## src/rtl/dacif_pkg.sv

```systemverilog
`timescale 1ns/1ps
package dacif_pkg;
  // Decoded write action for one rising edge
  typedef enum logic [1:0] {
    OP_NONE    = 2'd0,
    OP_LOAD_IN = 2'd1,
    OP_LOAD_CV = 2'd2,
    OP_THRU    = 2'd3
  } dac_op_e;
endpackage

```

## src/rtl/dacif_ctrl.sv

```systemverilog
`timescale 1ns/1ps
module dacif_ctrl
  import dacif_pkg::*;
#(
  parameter int SYNC_STAGES = 2
) (
  input  logic    clk,
  input  logic    rst,
  input  logic    clr_n,
  input  logic    in_sel_n,
  input  logic    cv_sel_n,
  input  logic    wr_n,
  output logic    clr_hold,
  output dac_op_e op
);
  localparam int MSB = SYNC_STAGES - 1;

  logic [MSB:0] hold_sr;

  // Asynchronous set by clear, shifted out on the clock for a synchronous release
  always_ff @(posedge clk or negedge clr_n) begin
    if (!clr_n)   hold_sr <= '1;
    else if (rst) hold_sr <= '1;
    else          hold_sr <= hold_sr << 1;
  end

  assign clr_hold = hold_sr[MSB];

  always_comb begin
    op = OP_NONE;
    if (!clr_hold && !wr_n) begin
      unique case ({in_sel_n, cv_sel_n})
        2'b01:   op = OP_LOAD_IN;
        2'b10:   op = OP_LOAD_CV;
        2'b00:   op = OP_THRU;
        default: op = OP_NONE;
      endcase
    end
  end
endmodule

```

## src/rtl/dacif_rank.sv

```systemverilog
`timescale 1ns/1ps
module dacif_rank #(
  parameter int             W    = 16,
  parameter logic [W-1:0]   INIT = '0
) (
  input  logic         clk,
  input  logic         clr_n,
  input  logic         zap,
  input  logic         ld,
  input  logic [W-1:0] d,
  output logic [W-1:0] q
);
  always_ff @(posedge clk or negedge clr_n) begin
    if (!clr_n)   q <= INIT;
    else if (zap) q <= INIT;
    else if (ld)  q <= d;
  end
endmodule

```

## src/rtl/dacif_recode.sv

```systemverilog
`timescale 1ns/1ps
module dacif_recode #(
  parameter int W       = 16,
  parameter bit TWOS_IN = 1'b1
) (
  input  logic [W-1:0] code,
  output logic [W-1:0] ladder
);
  generate
    if (TWOS_IN) begin : g_twos
      assign ladder = {~code[W-1], code[W-2:0]};
    end else begin : g_straight
      assign ladder = code;
    end
  endgenerate
endmodule

```

## src/rtl/dacif_chg.sv

```systemverilog
`timescale 1ns/1ps
module dacif_chg #(
  parameter int W = 16
) (
  input  logic         clk,
  input  logic         clr_n,
  input  logic         zap,
  input  logic         ld,
  input  logic [W-1:0] d,
  input  logic [W-1:0] q_now,
  output logic         pulse
);
  always_ff @(posedge clk or negedge clr_n) begin
    if (!clr_n)   pulse <= 1'b0;
    else if (zap) pulse <= 1'b0;
    else          pulse <= ld && (d != q_now);
  end
endmodule

```

## src/rtl/dac_bus_front.sv

```systemverilog
`timescale 1ns/1ps
module dac_bus_front
  import dacif_pkg::*;
#(
  parameter int W           = 16,
  parameter int SYNC_STAGES = 2,
  parameter bit TWOS_IN     = 1'b1
) (
  input  logic         clk,
  input  logic         rst,
  input  logic [W-1:0] data_i,
  input  logic         in_sel_n,
  input  logic         cv_sel_n,
  input  logic         wr_n,
  input  logic         clr_n,
  output logic [W-1:0] cv_code_o,
  output logic [W-1:0] ladder_o,
  output logic         upd_o
);
  localparam logic [W-1:0] CODE_INIT   = '0;
  localparam logic [W-1:0] LADDER_INIT = TWOS_IN ? {1'b1, {(W-1){1'b0}}} : '0;

  logic         clr_hold;
  dac_op_e      op;
  logic         zap;
  logic         in_ld, cv_ld;
  logic [W-1:0] in_q, cv_d, ladder_d;

  dacif_ctrl #(.SYNC_STAGES(SYNC_STAGES)) u_ctrl (
    .clk(clk), .rst(rst), .clr_n(clr_n),
    .in_sel_n(in_sel_n), .cv_sel_n(cv_sel_n), .wr_n(wr_n),
    .clr_hold(clr_hold), .op(op)
  );

  assign zap   = rst | clr_hold;
  assign in_ld = (op == OP_LOAD_IN) || (op == OP_THRU);
  assign cv_ld = (op == OP_LOAD_CV) || (op == OP_THRU);
  assign cv_d  = (op == OP_THRU) ? data_i : in_q;

  dacif_rank #(.W(W), .INIT(CODE_INIT)) u_in_rank (
    .clk(clk), .clr_n(clr_n), .zap(zap), .ld(in_ld), .d(data_i), .q(in_q)
  );

  dacif_rank #(.W(W), .INIT(CODE_INIT)) u_cv_rank (
    .clk(clk), .clr_n(clr_n), .zap(zap), .ld(cv_ld), .d(cv_d), .q(cv_code_o)
  );

  dacif_recode #(.W(W), .TWOS_IN(TWOS_IN)) u_recode (
    .code(cv_d), .ladder(ladder_d)
  );

  dacif_rank #(.W(W), .INIT(LADDER_INIT)) u_ladder_rank (
    .clk(clk), .clr_n(clr_n), .zap(zap), .ld(cv_ld), .d(ladder_d), .q(ladder_o)
  );

  dacif_chg #(.W(W)) u_chg (
    .clk(clk), .clr_n(clr_n), .zap(zap), .ld(cv_ld),
    .d(cv_d), .q_now(cv_code_o), .pulse(upd_o)
  );
endmodule

```

## config.mk

```make
export PLATFORM = sky130hd
export DESIGN_NAME = dac_bus_front
export DESIGN_NICKNAME = d
export VERILOG_FILES = /design/src/rtl/dacif_pkg.sv /design/src/rtl/dacif_ctrl.sv /design/src/rtl/dacif_rank.sv /design/src/rtl/dacif_recode.sv /design/src/rtl/dacif_chg.sv /design/src/rtl/dac_bus_front.sv
export SDC_FILE = /design/constraint.sdc
export NUM_CORES = 1
export LEC_CHECK = 0
export BUFFER_PORTS_ARGS = -buffer_cell sky130_fd_sc_hd__buf_4
export CAP_MARGIN = 10
export CORE_AREA = 2 2 69 64
export DETAILED_ROUTE_END_ITERATION = 10
export DIE_AREA = 0 0 71 66
export GPL_TIMING_DRIVEN = 0
export PLACE_DENSITY = 0.74
export REMOVE_ABC_BUFFERS = 1
export SKIP_LAST_GASP = 1
export SYNTH_ARGS = -nofsm -noshare
export SYNTH_HDL_FRONTEND = slang
export SYNTH_SLANG_ARGS = --single-unit
```

## constraint.sdc

```tcl
create_clock -name clk -period 2.6 [get_ports clk]
set_input_delay 0.39 -clock clk [delete_from_list [all_inputs] [get_ports clk]]
set_output_delay 0.39 -clock clk [all_outputs]
set_load 0.05 [all_outputs]
```

==> impl_metrics.csv, run 1 <==
group,metric,value,unit
critical_path,cp.depth,5,
clock_network,path_clk_slew,0.07,ns
timing,min_period,2.116,ns
critical_path,setup.worst_path.class,"reg2reg",
detailed_routing,vias_per_cell,5.574,
clock_network,post_cts_resized,0,
detailed_routing,postRouteWirelength,4510,um
clock_network,clockBufferDepth,2,
critical_path,reg2reg_slack,0.48,ns
cells_and_area,final_common_cell,"buf_4",
critical_path,cp_max_fo,9,
cells_and_area,nNetsFinal,257,
critical_path,crit_path_end_kind,"flop",
critical_path,crit_family,"simple AND/OR/NAND/NOR gates",
clock_network,ctsHoldBuffers,0,
timing,finalHoldViolations,0,
die,start_util,0.4978,
clock_network,postCtsSetupRepairBufs,0,
synthesis,yosysUniqueCellTypes,37,
detailed_routing,dr_total_vias,1583,
critical_path,cp_slowest_cell,"nor4_2",
synthesis,ys_ff_latch,36,
cells_and_area,antennaDiodeCount,0,
critical_path,path_buf_inv,0,
placed_design,dp_hpwl,3276,um
min_path,min_path_type,"in2async",
synthesis,syn_inst,193,
detailed_routing,remaining_drc_errors,0,
timing,hold_slack,0.04615,ns
placed_design,portBuffers,54,
clock_network,clkLatencyLatePin,0.28,ns
outcome,outcome,"complete, no violations",
flow_run,max_cap_violations,0,
critical_path,worstPathRequired,2.77,ns
timing,min_period_over_period,0.8139,
synthesis,synth-seq-area-share,0.4553,
placed_design,gp_congestion,0.7269,
synthesis,synth.top_cells.by_area,"dfrtp_1 (42%), mux2i_1 (7.6%), a22o_1 (7.1%)",
grt,grt_pass1_wl,7679,um
synthesis,yosysTopAreaCell,"dfrtp_1",
cells_and_area,seq_area,904.6,um^2
grt,use_met3,0.04268,
grt,met2_usage,0.3271,
timing,final_max_slew_viol_count,0,
clock_network,cts_buffers,5,
placed_design,place_ws,0.3013,ns
die,pin_count,55,
synthesis,async_reset_ff_frac,1.000,
detailed_routing,final_antenna_net_count,0,
clock_network,clkSinkCount,36,
grt,first_global_vias,1566,
synthesis,synth_flop_cell,"dfrtp_1",
detailed_routing,drtIter0Drc,93,
die,die_area,4686,um^2
timing,rsz0062_at_grt,"false",
grt,globalRouteOverflowTotal,0,
synthesis,syn-cell-area,1987,um^2
timing,setup_violations,0,
critical_path,crit_chain,"nor4_2 -> nand4_1 -> o31ai_1 -> a21oi_1 -> o311a_1",
power,power_density,443.9,nW/um^2
critical_path,reg2reg_depth,5,
synthesis,synth-warning-count,0,
grt,antenna_found_initial,0,
critical_path,cp.arrival,2.28,ns
timing,fin_ws,0.4839,ns
clock_network,htreeDepth,2,
critical_path,worst_setup_path_start_kind,"flop",
clock_network,cts-root-buf,"clkbuf_8",
power,p_leak,1.236,nW
die,die_w,71,um
timing,max_slew_margin,0.3571,
die,fp-row-count,22,
die,die_h,66,um
critical_path,cpPeakStageDelay,0.71,ns
die,coreArea,3991,um^2
grt,grtUsageTotal,0.2101,
timing,worst_pin_slew,0.9565,ns
cells_and_area,syn2layout_area_growth,22.73,%
power,ir_drop,228.6,uV
cells_and_area,final_cell_mix,"buf_4 (54), dfrtp_1 (33), nand2_1 (17)",
critical_path,worst_r2r_startpoint,"u_ctrl.hold_sr[1]$_DFF_PN1_",
timing,clock.fmax,472.6,MHz
grt,busiest_layer,"met2",
cells_and_area,nFillCells,343,
cells_and_area,multiInputGateArea,918.4,um^2
critical_path,rr_endpoint,"u_chg.pulse$_DFF_PN0_",
synthesis,yosys.area.top_type_share,0.4156,
cells_and_area,drive_gt1_frac,0.3051,
timing,fin_worst_skew,0.005049,ns
clock_network,cts_tree,"done",
grt,grt_max_degree,37,
synthesis,synth-edff-count,0,
grt,grtUsageMet1,0.2964,
synthesis,avgSynthCellArea,10.29,um^2
detailed_routing,dr.pass1.iters,4,
detailed_routing,avgRoutedWirePerCell,15.88,um
==> worst max-delay path by stage <==
stage,startpoint,end,slack [ns]
after floorplan,u_cv_rank.q[11]$_DFFE_PN0P_,u_chg.pulse$_DFF_PN0_,0.32
after CTS,u_ctrl.hold_sr[1]$_DFF_PN1_,u_chg.pulse$_DFF_PN0_,0.46
after detailed placement,in_sel_n,u_chg.pulse$_DFF_PN0_,0.30
after global routing,u_ctrl.hold_sr[1]$_DFF_PN1_,u_chg.pulse$_DFF_PN0_,0.28
final,u_ctrl.hold_sr[1]$_DFF_PN1_,u_chg.pulse$_DFF_PN0_,0.48
after global placement,in_sel_n,u_in_rank.q[15]$_DFFE_PN0P_,-0.49
==> per-layer routing <==
metal  vias up  routed length (um)
li1        755                   -
met1       767                2108
met2        56                2025
met3         5                 338
met4         0                  38
met5         -                   0
==> power breakdown <==
part,switching (W),internal (W),leakage [nW]
Combinational,0.0000583,0.0000471,0.699
Clock,0.000189,0.000216,0.0455
Sequential,0.00000568,0.000566,0.492
==> sequential cells by signal, summed over array words and instances (netlist names) <==
| register | cells |
|---|---|
| u_in_rank.q | 16 |
| u_ladder_rank.q | 1 |
| u_ctrl.hold_sr | 2 |
| u_cv_rank.q | 16 |
| u_chg.pulse | 1 |
==> cells in the mapped netlist, drive strengths merged (2+ instances only) <==
cell / number
nand2: 17
a21oi: 3
clkbuf: 5
nand2b: 4
dfrtp: 33
nor3: 7
dfstp: 3
o21ai: 16
xnor2: 14
buf: 17
a22o: 16
mux2i: 15
nor2b: 2
nor2: 3
nor4: 3
nand3: 4
inv: 7
xor2: 7
==> area by class of cell <==
type                            count  share of cell area
Timing Repair Buffer               57              0.1801
Tap cell                           48             0.02463
Sequential cell                    36              0.3710
Clock buffer                        8             0.03694
Multi-Input combinational cell    128              0.3766
Inverter                            7             0.01077
==> stage by stage <==
stage	util	cells	setup TNS (ns)	area (um^2)	power [W]
after detailed placement	0.5884	276	0	2349	0.0006892
after CTS	0.6110	284	0	2439	0.001093
after global routing	0.6110	284	0	2439	0.001131
after global placement	0.5759	273	-7.797	2298	0.0006832
final	0.6110	284	0	2439	0.001082
after floorplan	-	171	0	1833	0.0006227
==> cells by family (layout without fill, tap and decap cells) <==
| group | Yosys count | after routing | synth area share |
|---|---|---|---|
| buffers and inverters | 29 | 72 | 0.09068 |
| XOR/XNOR | 21 | 21 | 0.09257 |
| AND/OR/NAND/NOR | 45 | 45 | 0.1159 |
| flip-flops | 36 | 36 | 0.4553 |
| multiplexers | 15 | 15 | 0.07556 |
| AO/OA/AOI/OAI | 47 | 47 | 0.1700 |
Power figures use the tool's default switching activity.
==> inputs of run 2 (changes only) <==
ABC_AREA = 1   (was not set)
CORE_AREA = 2 2 73 68   (was 2 2 69 64)
DIE_AREA = 0 0 75 70   (was 0 0 71 66)
PLACE_DENSITY = 0.72   (was 0.74)
clock period = 1.9 ns   (was 2.6 ns; I/O delays follow)
==> run 2 against run 1 <==
  * Maximum frequency is 17% higher
  * Clock skew up 0.0017 ns
  * Area after synthesis up 6.1%
  * Routed wire length is 17% higher
  * Total power increased by 51%
  * Clock power up 65%
  * Worst hold slack improved by 0.075 ns
  * Non-clock buffer count rose by 4
  * Critical path depth increased by 5
  * Highest routed layer unchanged
==> impl_metrics.csv, run 2 <==
group,metric,value,unit
outcome,outcome,"complete, no violations",
grt,first_global_vias,1824,
clock_network,path_clk_slew,0.08,ns
die,die_area,5250,um^2
detailed_routing,drtIter0Drc,87,
detailed_routing,final_antenna_net_count,0,
clock_network,cts-root-buf,"clkbuf_8",
timing,final_max_slew_viol_count,0,
cells_and_area,largest_registers,"u_cv_rank.q x16, u_in_rank.q x16, u_ctrl.hold_sr x2",
critical_path,cp.arrival,1.98,ns
synthesis,syn-cell-area,2108,um^2
die,fp-row-count,24,
synthesis,synth-seq-area-share,0.4291,
critical_path,worst_setup_path_start_kind,"flop",
synthesis,syn_inst,283,
timing,min_period_over_period,0.9545,
timing,max_slew_margin,0.5064,
grt,antenna_found_initial,0,
grt,grt_pass1_wl,8342,um
power,ir_drop,390.1,uV
synthesis,ys_ff_latch,36,
timing,clock.fmax,551.4,MHz
clock_network,clkLatencyLatePin,0.29,ns
cells_and_area,nFillCells,424,
clock_network,cts_buffers,5,
flow_run,max_cap_violations,0,
cells_and_area,nNetsFinal,350,
synthesis,synth_flop_cell,"dfrtp_1",
clock_network,cts_tree,"done",
cells_and_area,syn2layout_area_growth,24.87,%
clock_network,clkSinkCount,36,
min_path,min_path_type,"in2reg",
grt,grtUsageTotal,0.2060,
cells_and_area,final_cell_mix,"nand2_1 (76), buf_4 (60), inv_1 (51)",
synthesis,yosys.area.top_type_share,0.3917,
placed_design,portBuffers,54,
critical_path,setup.worst_path.class,"reg2reg",
synthesis,async_reset_ff_frac,1.000,
cells_and_area,drive_gt1_frac,0.2492,
timing,hold_slack,0.1214,ns
synthesis,synth-edff-count,0,
detailed_routing,postRouteWirelength,5280,um
detailed_routing,vias_per_cell,5.180,
timing,worst_pin_slew,0.7386,ns
die,start_util,0.4589,
synthesis,yosysMostFrequentCell,"nand2_1",
detailed_routing,dr.pass1.iters,4,
synthesis,yosysTopAreaCell,"dfrtp_1",
clock_network,clockBufferDepth,2,
placed_design,gp_congestion,0.8031,
die,coreArea,4594,um^2
detailed_routing,dr_total_vias,2041,
placed_design,dp_hpwl,3175,um
clock_network,htreeDepth,2,
die,die_w,75,um
timing,fin_ws,0.08646,ns
detailed_routing,avgRoutedWirePerCell,13.40,um
timing,setup-tns-final,0,ns
cells_and_area,final_util,0.5730,
synthesis,yosysUniqueCellTypes,20,
synthesis,synthTopCellsByCount,"nand2_1 (77), inv_1 (53), dfrtp_1 (33), o22ai_1 (30)",
synthesis,synth-warning-count,0,
cells_and_area,final_common_cell,"nand2_1",
synthesis,synth.top_cells.by_area,"dfrtp_1 (39%), nand2_1 (14%), inv_1 (9.4%)",
die,pin_count,55,
timing,finalHoldViolations,0,
detailed_routing,remaining_drc_errors,0,
critical_path,crit_path_end_kind,"flop",
power,power_density,621.7,nW/um^2
grt,grt_max_degree,37,
die,die_h,70,um
grt,globalRouteOverflowTotal,0,
synthesis,avgSynthCellArea,7.450,um^2
timing,fin_worst_skew,0.006709,ns
critical_path,worstPathRequired,2.07,ns
timing,setup_violations,0,
cells_and_area,antennaDiodeCount,0,
critical_path,cp_max_fo,4,
placed_design,place_ws,-0.4553,ns
power,p_leak,1.343,nW
timing,min_period,1.814,ns
==> run 2: metrics by stage <==
stage	total power, W	std cells	instance area [um^2]
2_1_floorplan	0.0008748	255	1906
3_3_place_gp	0.0009538	374	2392
3_5_place_dp	0.0009561	374	2392
4_1_cts	0.001623	385	2536
5_1_grt	0.001692	394	2633
6_report	0.001637	394	2633
==> run 2: logic make-up after synthesis <==
kind of cell / share of synthesized area
buf+inv: 0.1905
compound gates: 0.1045
flops: 0.4291
simple gates: 0.2760
==> run 2: final cells by class <==
type / instances / area (um^2) / area share
Timing Repair inverter: 2 / 15.01 / 0.005703
Tap cell: 65 / 81.33 / 0.03089
Multi-Input combinational cell: 169 / 857.1 / 0.3256
Clock buffer: 6 / 72.57 / 0.02757
Inverter: 53 / 206.4 / 0.07842
Sequential cell: 36 / 904.6 / 0.3436
Timing Repair Buffer: 61 / 460.4 / 0.1749
Clock inverter: 2 / 35.03 / 0.01331
==> run 2: worst paths after layout <==
kind / end / slack, ns / depth (start not counted) / from
worst max-delay path: u_chg.pulse$_DFF_PN0_ / 0.09 / 10 / u_ctrl.hold_sr[1]$_DFF_PN1_
worst min-delay path: u_ctrl.hold_sr[0]$_DFF_PN1_ / 0.12 / 1 / rst
worst max register to register: u_chg.pulse$_DFF_PN0_ / 0.09 / 10 / u_ctrl.hold_sr[1]$_DFF_PN1_
worst min register to register: u_ladder_rank.q[15]$_DFFE_PN1P_ / 0.51 / 1 / u_ladder_rank.q[15]$_DFFE_PN1P_
max in group asynchronous: u_ctrl.hold_sr[1]$_DFF_PN1_ / 1.07 / 2 / clr_n
min in group asynchronous: u_cv_rank.q[7]$_DFFE_PN0P_ / 0.48 / 2 / clr_n
==> run 2: what timing repair did <==
item | 4_1_cts | 5_1_grt
gates cloned | 2 | 3
hold buffers | 1 | 0
setup endpoints to repair | 18 | 1
resized for setup | 3 | 6
pin swaps | 1 | 0
hold endpoints to repair | 33 | 0
buffers inserted | 0 | 5
==> run 2: where the power goes <==
group          switching (W)  leakage (nW)  internal (W)
clock network       0.000279        0.0552      0.000389
registers         0.00000539         0.492      0.000775
logic               0.000121         0.797     0.0000673
==> run 2: critical path, cell delays in order, from the launching register on <==
cell and delay, ns:
dfstp_2 0.63, clkinvlp_4 0.22, buf_4 0.19, nand4_1 0.10, nand3_1 0.09, nand2_1 0.08, nand2_1 0.06, nor2_1 0.11
nand2_1 0.07, nor2_1 0.10, nor2_1 0.04
==> run 2: layer usage <==
layer | up-vias | track usage | share of wire
met3 | 10 | 0.03030 | 0.060
li1 | 1006 | - | -
met1 | 945 | 0.2809 | 0.45
met4 | 0 | 0.07540 | 0.016
met5 | - | 0 | 0
met2 | 80 | 0.3285 | 0.47
